--- src/rtl/blkcopy_dma_pkg.sv ---
// Package: shared types and register word addresses for the block-copy DMA.
// Assumes a 3-bit register word address space.
package blkcopy_dma_pkg;
    localparam logic [2:0] RA_SYS   = 3'd0;
    localparam logic [2:0] RA_GFX   = 3'd1;
    localparam logic [2:0] RA_LEN   = 3'd2;
    localparam logic [2:0] RA_DIR   = 3'd3;
    localparam logic [2:0] RA_START = 3'd4;

    typedef enum logic [2:0] {
        ST_IDLE,
        ST_CHECK,
        ST_RD,
        ST_WR,
        ST_DONE
    } xfer_state_t;
endpackage

--- src/rtl/blkcopy_dma_regs.sv ---
// Setup register file: holds the system address, the graphics address, the
// byte length (low two bits forced to zero) and the direction. It also decodes
// the start strobe. Assumes single-cycle write strobes.
module blkcopy_dma_regs
    import blkcopy_dma_pkg::*;
#(
    parameter int AW    = 32,
    parameter int LEN_W = 16
) (
    input  logic             clk,
    input  logic             rst_n,
    input  logic             reg_wr,
    input  logic [2:0]       reg_addr,
    input  logic [31:0]      reg_wdata,
    output logic [AW-1:0]    set_sys,
    output logic [AW-1:0]    set_gfx,
    output logic [LEN_W-1:0] set_len,
    output logic             set_dir,
    output logic             start_req
);
    // Capture setup values from software writes.
    always_ff @(posedge clk) begin
        if (!rst_n) begin
            set_sys <= '0;
            set_gfx <= '0;
            set_len <= '0;
            set_dir <= 1'b0;
        end else if (reg_wr) begin
            case (reg_addr)
                RA_SYS: set_sys <= reg_wdata[AW-1:0];
                RA_GFX: set_gfx <= reg_wdata[AW-1:0];
                RA_LEN: set_len <= {reg_wdata[LEN_W-1:2], 2'b00};
                RA_DIR: set_dir <= reg_wdata[0];
                default: ;
            endcase
        end
    end

    // Start request: a write to the start address with bit 0 set.
    always_comb begin
        start_req = reg_wr && (reg_addr == RA_START) && reg_wdata[0];
    end
endmodule

--- src/rtl/blkcopy_dma_gate.sv ---
// Configuration gate: compares the masked global controller word against one
// exact value. Purely combinational; it is sampled by the transfer FSM in its
// check state.
module blkcopy_dma_gate #(
    parameter logic [31:0] CFG_MASK  = 32'h0000_8307,
    parameter logic [31:0] CFG_MATCH = 32'h0000_8201
) (
    input  logic [31:0] dmac_cfg,
    output logic        cfg_ok
);
    // Exact masked match.
    always_comb begin
        cfg_ok = ((dmac_cfg & CFG_MASK) == CFG_MATCH);
    end
endmodule

--- src/rtl/blkcopy_dma_xfer.sv ---
// Transfer engine: latches the setup on an idle start, runs the gate check,
// then moves one word per read/write access pair. It finishes by loading the
// channel result registers and pulsing the interrupt for one clock.
// Assumes the memory returns read data in the same cycle as mem_ack.
module blkcopy_dma_xfer
    import blkcopy_dma_pkg::*;
#(
    parameter int AW    = 32,
    parameter int LEN_W = 16
) (
    input  logic             clk,
    input  logic             rst_n,
    input  logic             start_req,
    input  logic             cfg_ok,
    input  logic [AW-1:0]    set_sys,
    input  logic [AW-1:0]    set_gfx,
    input  logic [LEN_W-1:0] set_len,
    input  logic             set_dir,
    output logic             busy,
    output logic             irq_done,
    output logic [AW-1:0]    ch_src_addr,
    output logic             ch_end_flag,
    output logic [LEN_W-3:0] ch_count,
    output logic             mem_req,
    output logic             mem_we,
    output logic             mem_gfx,
    output logic [AW-1:0]    mem_addr,
    output logic [31:0]      mem_wdata,
    input  logic [31:0]      mem_rdata,
    input  logic             mem_ack
);
    localparam int CW = LEN_W - 2;
    localparam logic [AW-1:0] WORD_STEP = AW'(4);

    xfer_state_t      state;
    logic [AW-1:0]    sys_base;
    logic [LEN_W-1:0] len_q;
    logic [AW-1:0]    src_ptr;
    logic [AW-1:0]    dst_ptr;
    logic             src_gfx;
    logic [31:0]      data_q;
    logic [CW-1:0]    words;

    // Word count of the latched length.
    always_comb begin
        words = len_q[LEN_W-1:2];
    end

    // Sequencer and channel result registers.
    always_ff @(posedge clk) begin
        if (!rst_n) begin
            state       <= ST_IDLE;
            busy        <= 1'b0;
            sys_base    <= '0;
            len_q       <= '0;
            src_ptr     <= '0;
            dst_ptr     <= '0;
            src_gfx     <= 1'b0;
            data_q      <= '0;
            ch_src_addr <= '0;
            ch_end_flag <= 1'b0;
            ch_count    <= '0;
        end else begin
            case (state)
                ST_IDLE: begin
                    if (start_req) begin
                        busy     <= 1'b1;
                        sys_base <= set_sys;
                        len_q    <= set_len;
                        src_gfx  <= set_dir;
                        src_ptr  <= set_dir ? set_gfx : set_sys;
                        dst_ptr  <= set_dir ? set_sys : set_gfx;
                        state    <= ST_CHECK;
                    end
                end
                ST_CHECK: begin
                    if (!cfg_ok) begin
                        busy  <= 1'b0;
                        state <= ST_IDLE;
                    end else begin
                        ch_end_flag <= 1'b0;
                        ch_count    <= words;
                        state       <= (words == '0) ? ST_DONE : ST_RD;
                    end
                end
                ST_RD: begin
                    if (mem_ack) begin
                        data_q <= mem_rdata;
                        state  <= ST_WR;
                    end
                end
                ST_WR: begin
                    if (mem_ack) begin
                        src_ptr  <= src_ptr + WORD_STEP;
                        dst_ptr  <= dst_ptr + WORD_STEP;
                        ch_count <= ch_count - CW'(1);
                        state    <= (ch_count == CW'(1)) ? ST_DONE : ST_RD;
                    end
                end
                ST_DONE: begin
                    ch_src_addr <= sys_base + AW'(len_q);
                    ch_end_flag <= 1'b1;
                    ch_count    <= '0;
                    busy        <= 1'b0;
                    state       <= ST_IDLE;
                end
                default: state <= ST_IDLE;
            endcase
        end
    end

    // Memory port drive and completion pulse.
    always_comb begin
        mem_req   = (state == ST_RD) || (state == ST_WR);
        mem_we    = (state == ST_WR);
        mem_gfx   = (state == ST_RD) ? src_gfx : !src_gfx;
        mem_addr  = (state == ST_RD) ? src_ptr : dst_ptr;
        mem_wdata = data_q;
        irq_done  = (state == ST_DONE);
    end
endmodule

--- src/rtl/blkcopy_dma.sv ---
// Top of the gated block-copy DMA: joins the setup registers, the
// configuration gate and the transfer engine. Synchronous active-low reset.
module blkcopy_dma #(
    parameter int          AW        = 32,
    parameter int          LEN_W     = 16,
    parameter logic [31:0] CFG_MASK  = 32'h0000_8307,
    parameter logic [31:0] CFG_MATCH = 32'h0000_8201
) (
    input  logic             clk,
    input  logic             rst_n,
    input  logic             reg_wr,
    input  logic [2:0]       reg_addr,
    input  logic [31:0]      reg_wdata,
    input  logic [31:0]      dmac_cfg,
    output logic             busy,
    output logic             irq_done,
    output logic [AW-1:0]    ch_src_addr,
    output logic             ch_end_flag,
    output logic [LEN_W-3:0] ch_count,
    output logic             mem_req,
    output logic             mem_we,
    output logic             mem_gfx,
    output logic [AW-1:0]    mem_addr,
    output logic [31:0]      mem_wdata,
    input  logic [31:0]      mem_rdata,
    input  logic             mem_ack
);
    logic [AW-1:0]    set_sys;
    logic [AW-1:0]    set_gfx;
    logic [LEN_W-1:0] set_len;
    logic             set_dir;
    logic             start_req;
    logic             cfg_ok;

    blkcopy_dma_regs #(.AW(AW), .LEN_W(LEN_W)) u_regs (
        .clk       (clk),
        .rst_n     (rst_n),
        .reg_wr    (reg_wr),
        .reg_addr  (reg_addr),
        .reg_wdata (reg_wdata),
        .set_sys   (set_sys),
        .set_gfx   (set_gfx),
        .set_len   (set_len),
        .set_dir   (set_dir),
        .start_req (start_req)
    );

    blkcopy_dma_gate #(.CFG_MASK(CFG_MASK), .CFG_MATCH(CFG_MATCH)) u_gate (
        .dmac_cfg (dmac_cfg),
        .cfg_ok   (cfg_ok)
    );

    blkcopy_dma_xfer #(.AW(AW), .LEN_W(LEN_W)) u_xfer (
        .clk         (clk),
        .rst_n       (rst_n),
        .start_req   (start_req),
        .cfg_ok      (cfg_ok),
        .set_sys     (set_sys),
        .set_gfx     (set_gfx),
        .set_len     (set_len),
        .set_dir     (set_dir),
        .busy        (busy),
        .irq_done    (irq_done),
        .ch_src_addr (ch_src_addr),
        .ch_end_flag (ch_end_flag),
        .ch_count    (ch_count),
        .mem_req     (mem_req),
        .mem_we      (mem_we),
        .mem_gfx     (mem_gfx),
        .mem_addr    (mem_addr),
        .mem_wdata   (mem_wdata),
        .mem_rdata   (mem_rdata),
        .mem_ack     (mem_ack)
    );
endmodule

--- config.mk ---
export PLATFORM = sky130hd
export DESIGN_NAME = blkcopy_dma
export DESIGN_NICKNAME = d
export VERILOG_FILES = /design/src/rtl/blkcopy_dma_pkg.sv /design/src/rtl/blkcopy_dma_regs.sv /design/src/rtl/blkcopy_dma_gate.sv /design/src/rtl/blkcopy_dma_xfer.sv /design/src/rtl/blkcopy_dma.sv
export SDC_FILE = /design/constraint.sdc
export NUM_CORES = 1
export LEC_CHECK = 0
export BUFFER_PORTS_ARGS = -buffer_cell sky130_fd_sc_hd__buf_2
export CELL_PAD_IN_SITES_DETAIL_PLACEMENT = 2
export CELL_PAD_IN_SITES_GLOBAL_PLACEMENT = 2
export CORE_AREA = 2 2 204 206
export CTS_BUF_LIST = sky130_fd_sc_hd__clkbuf_2
export CTS_CLUSTER_DIAMETER = 40
export CTS_CLUSTER_SIZE = 8
export DETAILED_ROUTE_END_ITERATION = 8
export DIE_AREA = 0 0 206 208
export PLACE_DENSITY_LB_ADDON = 0.08
export SYNTH_ARGS = -nofsm -noshare
export SYNTH_HDL_FRONTEND = slang
export SYNTH_SLANG_ARGS = --single-unit
--- constraint.sdc ---
create_clock -name clk -period 2.94 [get_ports clk]
set_input_delay 0.147 -clock clk [delete_from_list [all_inputs] [get_ports clk]]
set_output_delay 0.147 -clock clk [all_outputs]
set_load 0.005 [all_outputs]
Yosys cells after proc, flatten, opt, wreduce, memory -nomap -nowiden. Index checks and enable logic that the tools add are counted.

Bits in registers: 273. Bits in latches: 0. Bits in writable memories: 0. Memory bits (read-only): 0. Output and inout port bits: 116. Word-level logic and storage cells: 81. Memories: 0.

Add/sub/neg operators: 4. Multiply operators: 0. Div/mod/pow operators: 0. Magnitude comparators: 0. Equality and inequality tests: 15. Shift-type cells: 0. Muxes and demuxes: 25. Bitwise gates (word level): 0. Reduce and logical (&&, ||, !) cells: 22.

Operators by type and width (count): 32-bit two-way mux (7); 32-bit one-hot mux with 2 select lines (2); 32-bit by 3-bit adder with 32-bit output, second input constant (2); 14-bit one-hot mux with 3 select lines (1); 32-bit by 16-bit adder with 32-bit output (1); 14-bit two-way mux (2); 3-bit two-way mux (6); 14-bit by 1-bit == test with 1-bit output, second input constant (1); 14-bit zero test (1); 2-bit AND reduction (7); 14-bit by 1-bit subtractor with 14-bit output, second input constant (1); 3-bit by 2-bit == test with 1-bit output, second input constant (4); 3-bit one-hot mux with 4 select lines (1); 3-bit AND reduction (4); 3-bit by 1-bit == test with 1-bit output, second input constant (2); 3-bit == test, second input constant (2); 6-bit == test, second input constant (1); 3-bit zero test (2); 2-bit inequality test, second input constant (3); 3-bit nonzero test (2); 1-bit two-way mux (4); 2-bit by 1-bit inequality test with 1-bit output, second input constant (2); 2-bit nonzero test (2); 1-bit one-hot mux with 3 select lines (1); 4 further kinds (5).

Logic depth before layout (Yosys ltp). Gate-level depths: netlist of run 1.

Depth after elaboration: 5. Mapped depth: 10. Mapped depth without buffers: 8.

Hierarchy. Synthesis of run 1 repeated with hierarchy kept, for this count alone.

Cells, all modules: 1732. Area, all modules: 13835.8 um2.

Modules (own cells, without submodules): blkcopy_dma_xfer (times used 1, cells an instance 1431, area an instance 10824.1 um2, seq. area each 3923.8 um2); blkcopy_dma_regs (times used 1, cells an instance 299, area an instance 2992.9 um2, seq. area each 1581.5 um2); blkcopy_dma_gate (times used 1, cells an instance 2, area an instance 18.8 um2, seq. area each 0.0 um2).

Worst setup path after synthesis of run 1. No wires, ideal clock.

Kind: register -> register. Start point: register u_xfer.len_q[2]. End point: register u_xfer.ch_src_addr[24]. Setup time: 0.088 ns. Arrival: 2.437 ns. Required time: 2.852 ns. Path slack: 0.415 ns. Cell stages (with the launch flop): 10. Buffers on the path: 1. Clock period less this slack: 2.525 ns. Cells stage by stage: dfxtp_1 > ha_1 > fa_1 > a21o_1 > a221oi_2 > o22ai_2 > a221oi_2 > buf_6 > o31ai_1 > a311oi_2.

Cells in the longest elaborated chain, start to end: 1.

RTL lines: start, declared (line blkcopy_dma_xfer.sv:37) `logic [LEN_W-1:0] len_q;`; start signal, assigned (line blkcopy_dma_xfer.sv:69) `len_q <= set_len;`; 32-bit by 16-bit adder with 32-bit output (line blkcopy_dma_xfer.sv:101) `ch_src_addr <= sys_base + AW'(len_q);`; end signal, assigned (line blkcopy_dma_xfer.sv:101); end, declared (line blkcopy_dma_xfer.sv:21) `output logic [AW-1:0] ch_src_addr,`.

Every way passes these cells. A chain may end at the register's enable or synchronous reset.

Worst setup path in the final report of run 1.
Start point: register u_xfer.state[2]. End point: register u_xfer.data_q[5] (netlist: u_xfer.mem_wdata[5]).

Cells in the longest elaborated chain, start to end: 2.

RTL lines: start, declared (line blkcopy_dma_xfer.sv:35) `xfer_state_t state;`; start signal, assigned (line blkcopy_dma_xfer.sv:83) `state <= (words == '0) ? ST_DONE : ST_RD;`; start signal, assigned (line blkcopy_dma_xfer.sv:97) `state <= (ch_count == CW'(1)) ? ST_DONE : ST_RD;`; 3-bit by 2-bit == test with 1-bit output (line blkcopy_dma_xfer.sv:64) `case (state)`; 2-bit AND reduction (no source line); end signal, assigned (line blkcopy_dma_xfer.sv:88) `data_q <= mem_rdata;`; end, declared (line blkcopy_dma_xfer.sv:41) `logic [31:0] data_q;`.

Every way passes these cells.

==> results_dict.tcl, run 1 <==
set metrics [dict create \
    netlist_area_um2 13600 \
    layout_commonest_cell "nand2_1" \
    ys_ff_latch 273 \
    first_pass_iters 5 \
    cts.sinks 273 \
    setup_viol_count_final 5 \
    holdCritPathClass "primary input to flop" \
    grt_pass1_vias 17200 \
    syn_avg_cell_area_um2 7.68 \
    h-tree-depth 2 \
    grt_max_degree 132 \
    final.min_clock_period_ns 3.10 \
    worst_slack_ns -0.157 \
    grtUsageMet1_pct 36.2 \
    dieArea_um2 42800 \
    routedWlPerCell_um 24.9 \
    cp-start-kind "flop" \
    fin_crit_sh_pct 105 \
    crit_family "buffers and inverters" \
    drt-total-wl_mm 68.5 \
    design_area_um2 18300 \
    regToRegStartpoint "u_xfer.state[2]" \
    hpwlAfterDp_mm 37.5 \
    cts_max_path_buffers 3 \
    hold_violations 0 \
    antenna_found_initial 8 \
    status "complete, but fails checks" \
    synth_top_cell_area_share_pct 40.1 \
    relSlewSlack_pct 13.8 \
    root_buffer "clkbuf_2" \
    power_density_nw_per_um2 398 \
    irDropWorstVdd_v 0.000291 \
    start_util_pct 33.6 \
    violations "negative setup slack" \
    max_freq_mhz 323 \
    drtAntennaViolNets 0 \
    routabilityCongestion 0.814 \
    synthTopCellsByArea "dfxtp_1 (40%), nand2_1 (11%), a21oi_1 (11%)" \
    die_x_um 206 \
    async_reset_ff_share_pct 0 \
    layout-drive-gt1-share_pct 19.0 \
    via_per_inst 5.64 \
    port_buffers 192 \
    syn_inst 1774 \
    crit_start "u_xfer.state[2]" \
    worst-slew-pin-transition_ns 1.29 \
    grt_util_met3_pct 4.71 \
    std_cell_rows 74 \
    yosysSeqAreaShare_pct 40.1 \
    cts_made_buffers 57 \
    synth_ff_type "dfxtp_1" \
    final_cell_mix "nand2_1 (402), a21oi_1 (291), dfxtp_1 (269)" \
    drc 0 \
    cpPeakStageDelay_ns 0.66 \
    core_area_um2 40600 \
    regArea_um2 5480 \
    cap_viol_max_count 0 \
    path_cells "nand2b_2, nor2_4, buf_12, buf_4, and2_4, buf_12, nand2_1, dlygate4sd3_1, a21oi_1, dlygate4sd3_1" \
    pre_cts_ws_ns 0.132 \
    fill_cells 4568 \
    end_kind "flop" \
    cts.reportedPaths.clkPinSlew_ns 0.20 \
    crit_slowest_cell "dlygate4sd3_1" \
    syn-num-nets 1896 \
    pin_count 219 \
    synth_warnings 0 \
    multi_input_area_um2 7650 \
    timing.critical_path.buf_inv 5 \
    power_mw 7.27 \
    fin_skew_ns 0.144 \
    finalSetupTns_ns -0.284 \
    gr-total-overflow 0 \
    min_from "reg_wr" \
    grtUsageMet2_pct 55.5 \
    slew_viol_final 0 \
    cp.required_ns 3.99 \
    p_leak_nw 7.06 \
    nets 2298 \
    track_usage_pct 31.0 \
    cts_tree "yes" \
    area_growth_syn_to_layout_pct 34.1 \
    synth_cell_types 78 \
    grt_pass1_wl_mm 103 \
    synth_top_area_cell "dfxtp_1" \
    crit_arrival_ns 4.15 \
    vias 15500 \
    clk-insertion-delay-late_ns 1.14 \
    place_area_um2 15100 \
    grt.busiest_layer "met2" \
    drtIter0Drc 856 \
    critical_path_class "flop to flop" \
    dieHeight_um 208 \
    cp_max_fo 16 \
    synth-edff-count 0 \
]
-- tightest hold or removal path, delay by kind of cell --
| family | cells | cell delay (ns) |
|---|---|---|
| buffers and inverters | 2 | 0.73 |
| multiplexers | 1 | 0.08 |
| AND/OR/NAND/NOR | 2 | 0.20 |
-- flip-flops by register name, summed over array words and instances, names as in the netlist, 32 cells and up --
name and count:
u_regs.set_gfx 32, u_xfer.mem_wdata 32, u_xfer.dst_ptr 32, u_regs.set_sys 32, u_xfer.ch_src_addr 32, u_xfer.src_ptr 32, u_xfer.sys_base 32
-- stage by stage --
step | cells | utilization (%) | hold slack [ns]
2_1_floorplan | 1774 | - | 0.283
3_3_place_gp | 2414 | 37.3 | 0.387
3_5_place_dp | 2414 | 37.3 | 0.399
4_1_cts | 2744 | 44.7 | 0.0208
5_1_grt | 2755 | 45.0 | 0.109
6_report | 2755 | 45.0 | 0.156
-- layout make-up --
cell class              count  share of cell area, %
multi-input cells        1353                   41.9
flip-flops and latches    273                   30.0
repair buffers            465                   20.4
well taps                 532                   3.65
clock buffers              66                   1.81
clock inverters            31                   1.57
inverters                  26                  0.562
diodes                      9                  0.123
-- report_power, final --
part	leakage, nW	total, mW	switching, mW	internal [mW]
Combinational	4.44	0.532	0.286	0.245
Clock	0.416	2.95	1.84	1.11
Sequential	2.21	3.79	0.0508	3.74
Total	7.06	7.27	2.18	5.09
-- worst paths after layout --
check                        end  slack, ns  cells after the start
max          u_xfer.mem_wdata[5]      -0.16                     10
min               u_regs.set_dir       0.16                      5
max reg2reg  u_xfer.mem_wdata[5]      -0.16                     10
min reg2reg      u_xfer.len_q[4]       0.45                      2
-- logic make-up (layout without fill, tap and decap cells) --
kind of cell	count (synthesis)	count (layout)	share of synthesized area (%)
xor+xnor	12	12	0.772
flops	273	273	40.1
simple gates	682	682	22.3
compound gates	555	555	24.1
other cells	0	9	0
buf+inv	148	588	4.32
fa+ha+maj	19	19	1.80
mux	85	85	6.57
-- cells in the mapped netlist (5+ instances only) --
library cell and number:
o211ai_1 5, dfxtp_1 273, a311oi_1 5, xnor2_1 8, nand4_1 25, or4_1 7, nor3_1 27, nand3_1 26
nand2b_1 5, nand2_1 403, o211a_1 9, o31ai_1 5, and2_1 9, a211oi_1 16, buf_2 14, clkbuf_1 102
a31o_2 5, mux2i_1 50, o221a_2 9, a21oi_1 296, nor4_1 14, a31oi_1 21, or3_1 12, o22ai_1 6
mux2_2 35, and4_1 6, nor2_1 95, a21o_1 16, nor2b_1 9, ha_1 18, and3_1 20, inv_1 25
o21ai_0 104, o21a_1 12, a22oi_1 6
-- layer usage --
metal | wire length, µm | share of wire (%)
met3 | 2710 | 4.0
met1 | 27500 | 40
met5 | 0 | 0
met2 | 35200 | 51
met4 | 3090 | 4.5
-- repair_timing --
| item | CTS | global route |
|---|---|---|
| gates cloned | 2 | 2 |
| gates resized for setup | 10 | 19 |
| hold endpoints to repair | 225 | 0 |
| hold buffers | 224 | 0 |
| buffers inserted | 7 | 2 |
| setup endpoints to repair | 34 | 44 |
| pin swaps | 1 | 4 |
Power figures use the tool's default switching activity.
==> run 2, diff against run 1 <==
--- a/config.mk
+++ b/config.mk
@@ -15,6 +15,7 @@
 export DETAILED_ROUTE_END_ITERATION = 8
 export DIE_AREA = 0 0 206 208
 export PLACE_DENSITY_LB_ADDON = 0.08
+export SKIP_CTS_REPAIR_TIMING = 1
 export SYNTH_ARGS = -nofsm -noshare
 export SYNTH_HDL_FRONTEND = slang
 export SYNTH_SLANG_ARGS = --single-unit
==> results_dict.tcl, run 2 (synthesized netlist as in run 1, its figures left out) <==
set metrics [dict create \
    clk-insertion-delay-late_ns 1.13 \
    nets 2277 \
    drc 0 \
    h-tree-depth 2 \
    track_usage_pct 24.6 \
    power_density_nw_per_um2 399 \
    worst-slew-pin-transition_ns 1.27 \
    pre_cts_ws_ns 0.132 \
    grt_pass1_vias 15100 \
    routabilityCongestion 0.814 \
    setup_viol_count_final 10 \
    irDropWorstVdd_v 0.000228 \
    met1_length_mm 26.8 \
    crit_arrival_ns 4.27 \
    cts.reportedPaths.clkPinSlew_ns 0.19 \
    routedWlPerCell_um 23.8 \
    port_buffers 192 \
    cap_viol_max_count 0 \
    cts.sinks 273 \
    slew_viol_final 0 \
    critical_path_class "flop to flop" \
    grt_pass1_wl_mm 83.5 \
    area_growth_syn_to_layout_pct 32.2 \
    core_area_um2 40600 \
    r2r_slack_ns -0.27 \
    cp_max_fo 32 \
    vias 15300 \
    cp-start-kind "flop" \
    holdCritPathClass "primary input to flop" \
    drtIter0Drc 817 \
    hpwlAfterDp_mm 37.5 \
    antenna_found_initial 5 \
    cts_max_path_buffers 3 \
    dieHeight_um 208 \
    hold_violations 0 \
    regArea_um2 5480 \
    final.min_clock_period_ns 3.21 \
    fill_cells 4598 \
    final_cell_mix "nand2_1 (402), a21oi_1 (296), dfxtp_1 (269)" \
    std_cell_rows 74 \
    first_pass_iters 5 \
    status "complete, but fails checks" \
    dieArea_um2 42800 \
    p_leak_nw 6.90 \
    route.met3.wl_mm 2.13 \
    cp.required_ns 4.00 \
    layout-drive-gt1-share_pct 18.8 \
    start_util_pct 33.6 \
    dr.max_layer_used "met4" \
    max_freq_mhz 312 \
    via_per_inst 5.62 \
    dr_wl_met2_mm 33.4 \
    violations "negative setup slack" \
    fin_crit_sh_pct 109 \
    multi_input_area_um2 7640 \
    worst_slack_ns -0.269 \
    drtAntennaViolNets 0 \
    pin_count 219 \
    grt_max_degree 132 \
    end_kind "flop" \
    relSlewSlack_pct 15.6 \
    cts_made_buffers 57 \
    drt-total-wl_mm 65.0 \
    gr-total-overflow 0 \
    root_buffer "clkbuf_2" \
    die_x_um 206 \
    layout_commonest_cell "nand2_1" \
    cts_tree "yes" \
    dpl.cell_count 2414 \
    fin_skew_ns 0.121 \
    fin_cells 2730 \
]
## run 2: stage by stage
step / power, mW / setup TNS [ns] / utilization, % / hold slack (ns) / cell area [µm²]
5_1_grt: 7.53 / -2.20 / 44.4 / 0.0987 / 18000
6_report: 7.19 / -1.39 / 44.4 / 0.0835 / 18000
4_1_cts: 7.07 / -8.25 / 38.8 / -0.847 / 15700
3_5_place_dp: 4.21 / 0 / 37.3 / 0.399 / 15100
3_3_place_gp: 4.19 / 0 / 37.3 / 0.387 / 15100
2_1_floorplan: 4.03 / 0 / - / 0.283 / 13600
## run 2: metal layers
layer  GRT usage [%]  vias up
met5               0        -
met4            7.64        0
met2            43.1      350
li1                -     7080
met1            30.5     7754
met3            4.07      159
## run 2: critical path, cell delays in order (launching register included)
cell and delay (ns):
dfxtp_4 0.38, nand2b_4 0.16, nor2_4 0.18, buf_12 0.17, buf_4 0.14, and2_1 0.15, buf_4 0.36, nand2_1 0.12
dlygate4sd3_1 0.60, a21oi_1 0.25, dlygate4sd3_1 0.68
## run 2: area by class of cell
class / count / share of cell area, %
sequential: 273 / 30.4
timing repair buffer: 444 / 19.4
antenna: 5 / 0.0695
multi-input combinational: 1353 / 42.4
clock buffer: 66 / 1.83
inverter: 26 / 0.570
tap: 532 / 3.70
clock inverter: 31 / 1.59
## run 2: path summary, 6_finish.rpt
kind                startpoint                   to  depth (start not counted)
min reg2reg  u_regs.set_len[4]      u_xfer.len_q[4]                          2
max reg2reg    u_xfer.state[2]  u_xfer.mem_wdata[7]                         10
max            u_xfer.state[2]  u_xfer.mem_wdata[7]                         10
min                dmac_cfg[9]   u_xfer.ch_count[0]                          6
## run 2: report_power, final
part           switching, mW  internal (mW)  leakage (nW)  total [mW]
clock                   1.78           1.11         0.416        2.89
combinational          0.275          0.243          4.28       0.519
sequential            0.0499           3.74          2.21        3.79
==> run 3, diff against run 2 <==
--- a/config.mk
+++ b/config.mk
@@ -16,6 +16,8 @@
 export DIE_AREA = 0 0 206 208
 export PLACE_DENSITY_LB_ADDON = 0.08
 export SKIP_CTS_REPAIR_TIMING = 1
+export SKIP_LAST_GASP = 1
 export SYNTH_ARGS = -nofsm -noshare
 export SYNTH_HDL_FRONTEND = slang
 export SYNTH_SLANG_ARGS = --single-unit
+export TNS_END_PERCENT = 50
==> results_dict.tcl, run 3 (synthesized netlist as in run 1, its figures left out) <==
set metrics [dict create \
    vias 15200 \
    root_buffer "clkbuf_2" \
    clk-insertion-delay-late_ns 1.14 \
    h-tree-depth 2 \
    track_usage_pct 24.6 \
    start_util_pct 33.6 \
    drt-total-wl_mm 63.6 \
    fill_cells 4580 \
    pre_cts_ws_ns 0.132 \
    cts_made_buffers 57 \
    fin_skew_ns 0.138 \
    max_freq_mhz 345 \
    drtAntennaViolNets 0 \
    crit_start "u_xfer.len_q[2]" \
    design_area_um2 18000 \
    end_kind "flop" \
    cp.required_ns 3.82 \
    multi_input_area_um2 7630 \
    dpl.cell_count 2414 \
    p_leak_nw 6.86 \
    status "completed" \
    grt_pass1_vias 15100 \
    holdCritPathClass "primary input to flop" \
    place_area_um2 15100 \
    cts.reportedPaths.clkPinSlew_ns 0.17 \
    layout_commonest_cell "nand2_1" \
    port_buffers 192 \
    irDropWorstVdd_v 0.000250 \
    min_from "reg_wr" \
    drtIter0Drc 696 \
    relSlewSlack_pct 13.2 \
    worst_slack_ns 0.0422 \
    routabilityCongestion 0.814 \
    cp-start-kind "flop" \
    setup_viol_count_final 0 \
    area_growth_syn_to_layout_pct 31.9 \
    cts_tree "yes" \
    power_density_nw_per_um2 401 \
    dieHeight_um 208 \
    die_x_um 206 \
    nets 2270 \
    whs_ns 0.138 \
    finalSetupTns_ns 0 \
    worst-slew-pin-transition_ns 1.30 \
    grt_setup_unrepaired "yes" \
    crit_arrival_ns 3.77 \
    critical_path_class "flop to flop" \
    grt_max_degree 132 \
    antenna_found_initial 4 \
    grt_pass1_wl_mm 83.5 \
    routedWlPerCell_um 23.4 \
    final.min_clock_period_ns 2.90 \
    hold_violations 0 \
    slew_viol_final 0 \
    regToRegStartpoint "u_xfer.len_q[2]" \
    final_cell_mix "nand2_1 (402), a21oi_1 (296), dfxtp_1 (269)" \
    hpwlAfterDp_mm 37.5 \
    dieArea_um2 42800 \
    first_pass_iters 5 \
    cts_max_path_buffers 3 \
    layout-drive-gt1-share_pct 18.9 \
    final_util_pct 44.3 \
    power_mw 7.20 \
    via_per_inst 5.59 \
    cts.sinks 273 \
    fin_cells 2723 \
    core_area_um2 40600 \
    std_cell_rows 74 \
    drc 0 \
    gr-total-overflow 0 \
    cap_viol_max_count 0 \
    fin_crit_sh_pct 98.6 \
    cp_max_fo 7 \
    regArea_um2 5480 \
    pin_count 219 \
]
run 3: cell types whose count changed in the layout (fill, tap and decap cells not counted), sizes merged:
cell         before  now
dlygate4sd3     202  193
buf             239  241
run 3: worst max-delay path, stage by stage (launching register included):
cell and delay (ns):
dfxtp_2 0.38, ha_1 0.23, fa_1 0.42, a21o_1 0.24
a221oi_4 0.37, o22ai_4 0.16, a221oi_4 0.37, buf_2 0.26
or4_1 0.14, a311oi_2 0.09
run 3: layer usage:
layer	up-vias	share of wire, %	GRT usage, %
met5	-	0	0
met1	7710	42	30.5
met2	308	52	43.1
li1	7063	-	-
met3	136	3.2	4.07
met4	0	3.4	7.64
run 3: layout make-up:
cell class	instances	share of cell area, %
Clock inverter	31	1.60
Timing Repair Buffer	437	19.2
Sequential cell	273	30.5
Multi-Input combinational cell	1353	42.5
Clock buffer	66	1.84
Inverter	26	0.571
Tap cell	532	3.71
Antenna cell	5	0.0697
run 3: final timing paths:
kind,to,slack (ns),depth (start not counted)
worst max-delay path,u_xfer.ch_src_addr[28],0.04,9
worst min-delay path,u_regs.set_dir,0.14,5
worst max register to register,u_xfer.ch_src_addr[28],0.04,9
worst min register to register,u_xfer.len_q[4],0.45,2
run 3: report_power, final:
part | switching [mW] | internal [mW] | total (mW) | leakage (nW)
clock | 1.79 | 1.11 | 2.89 | 0.416
sequential | 0.0500 | 3.74 | 3.79 | 2.21
combinational | 0.274 | 0.250 | 0.524 | 4.24
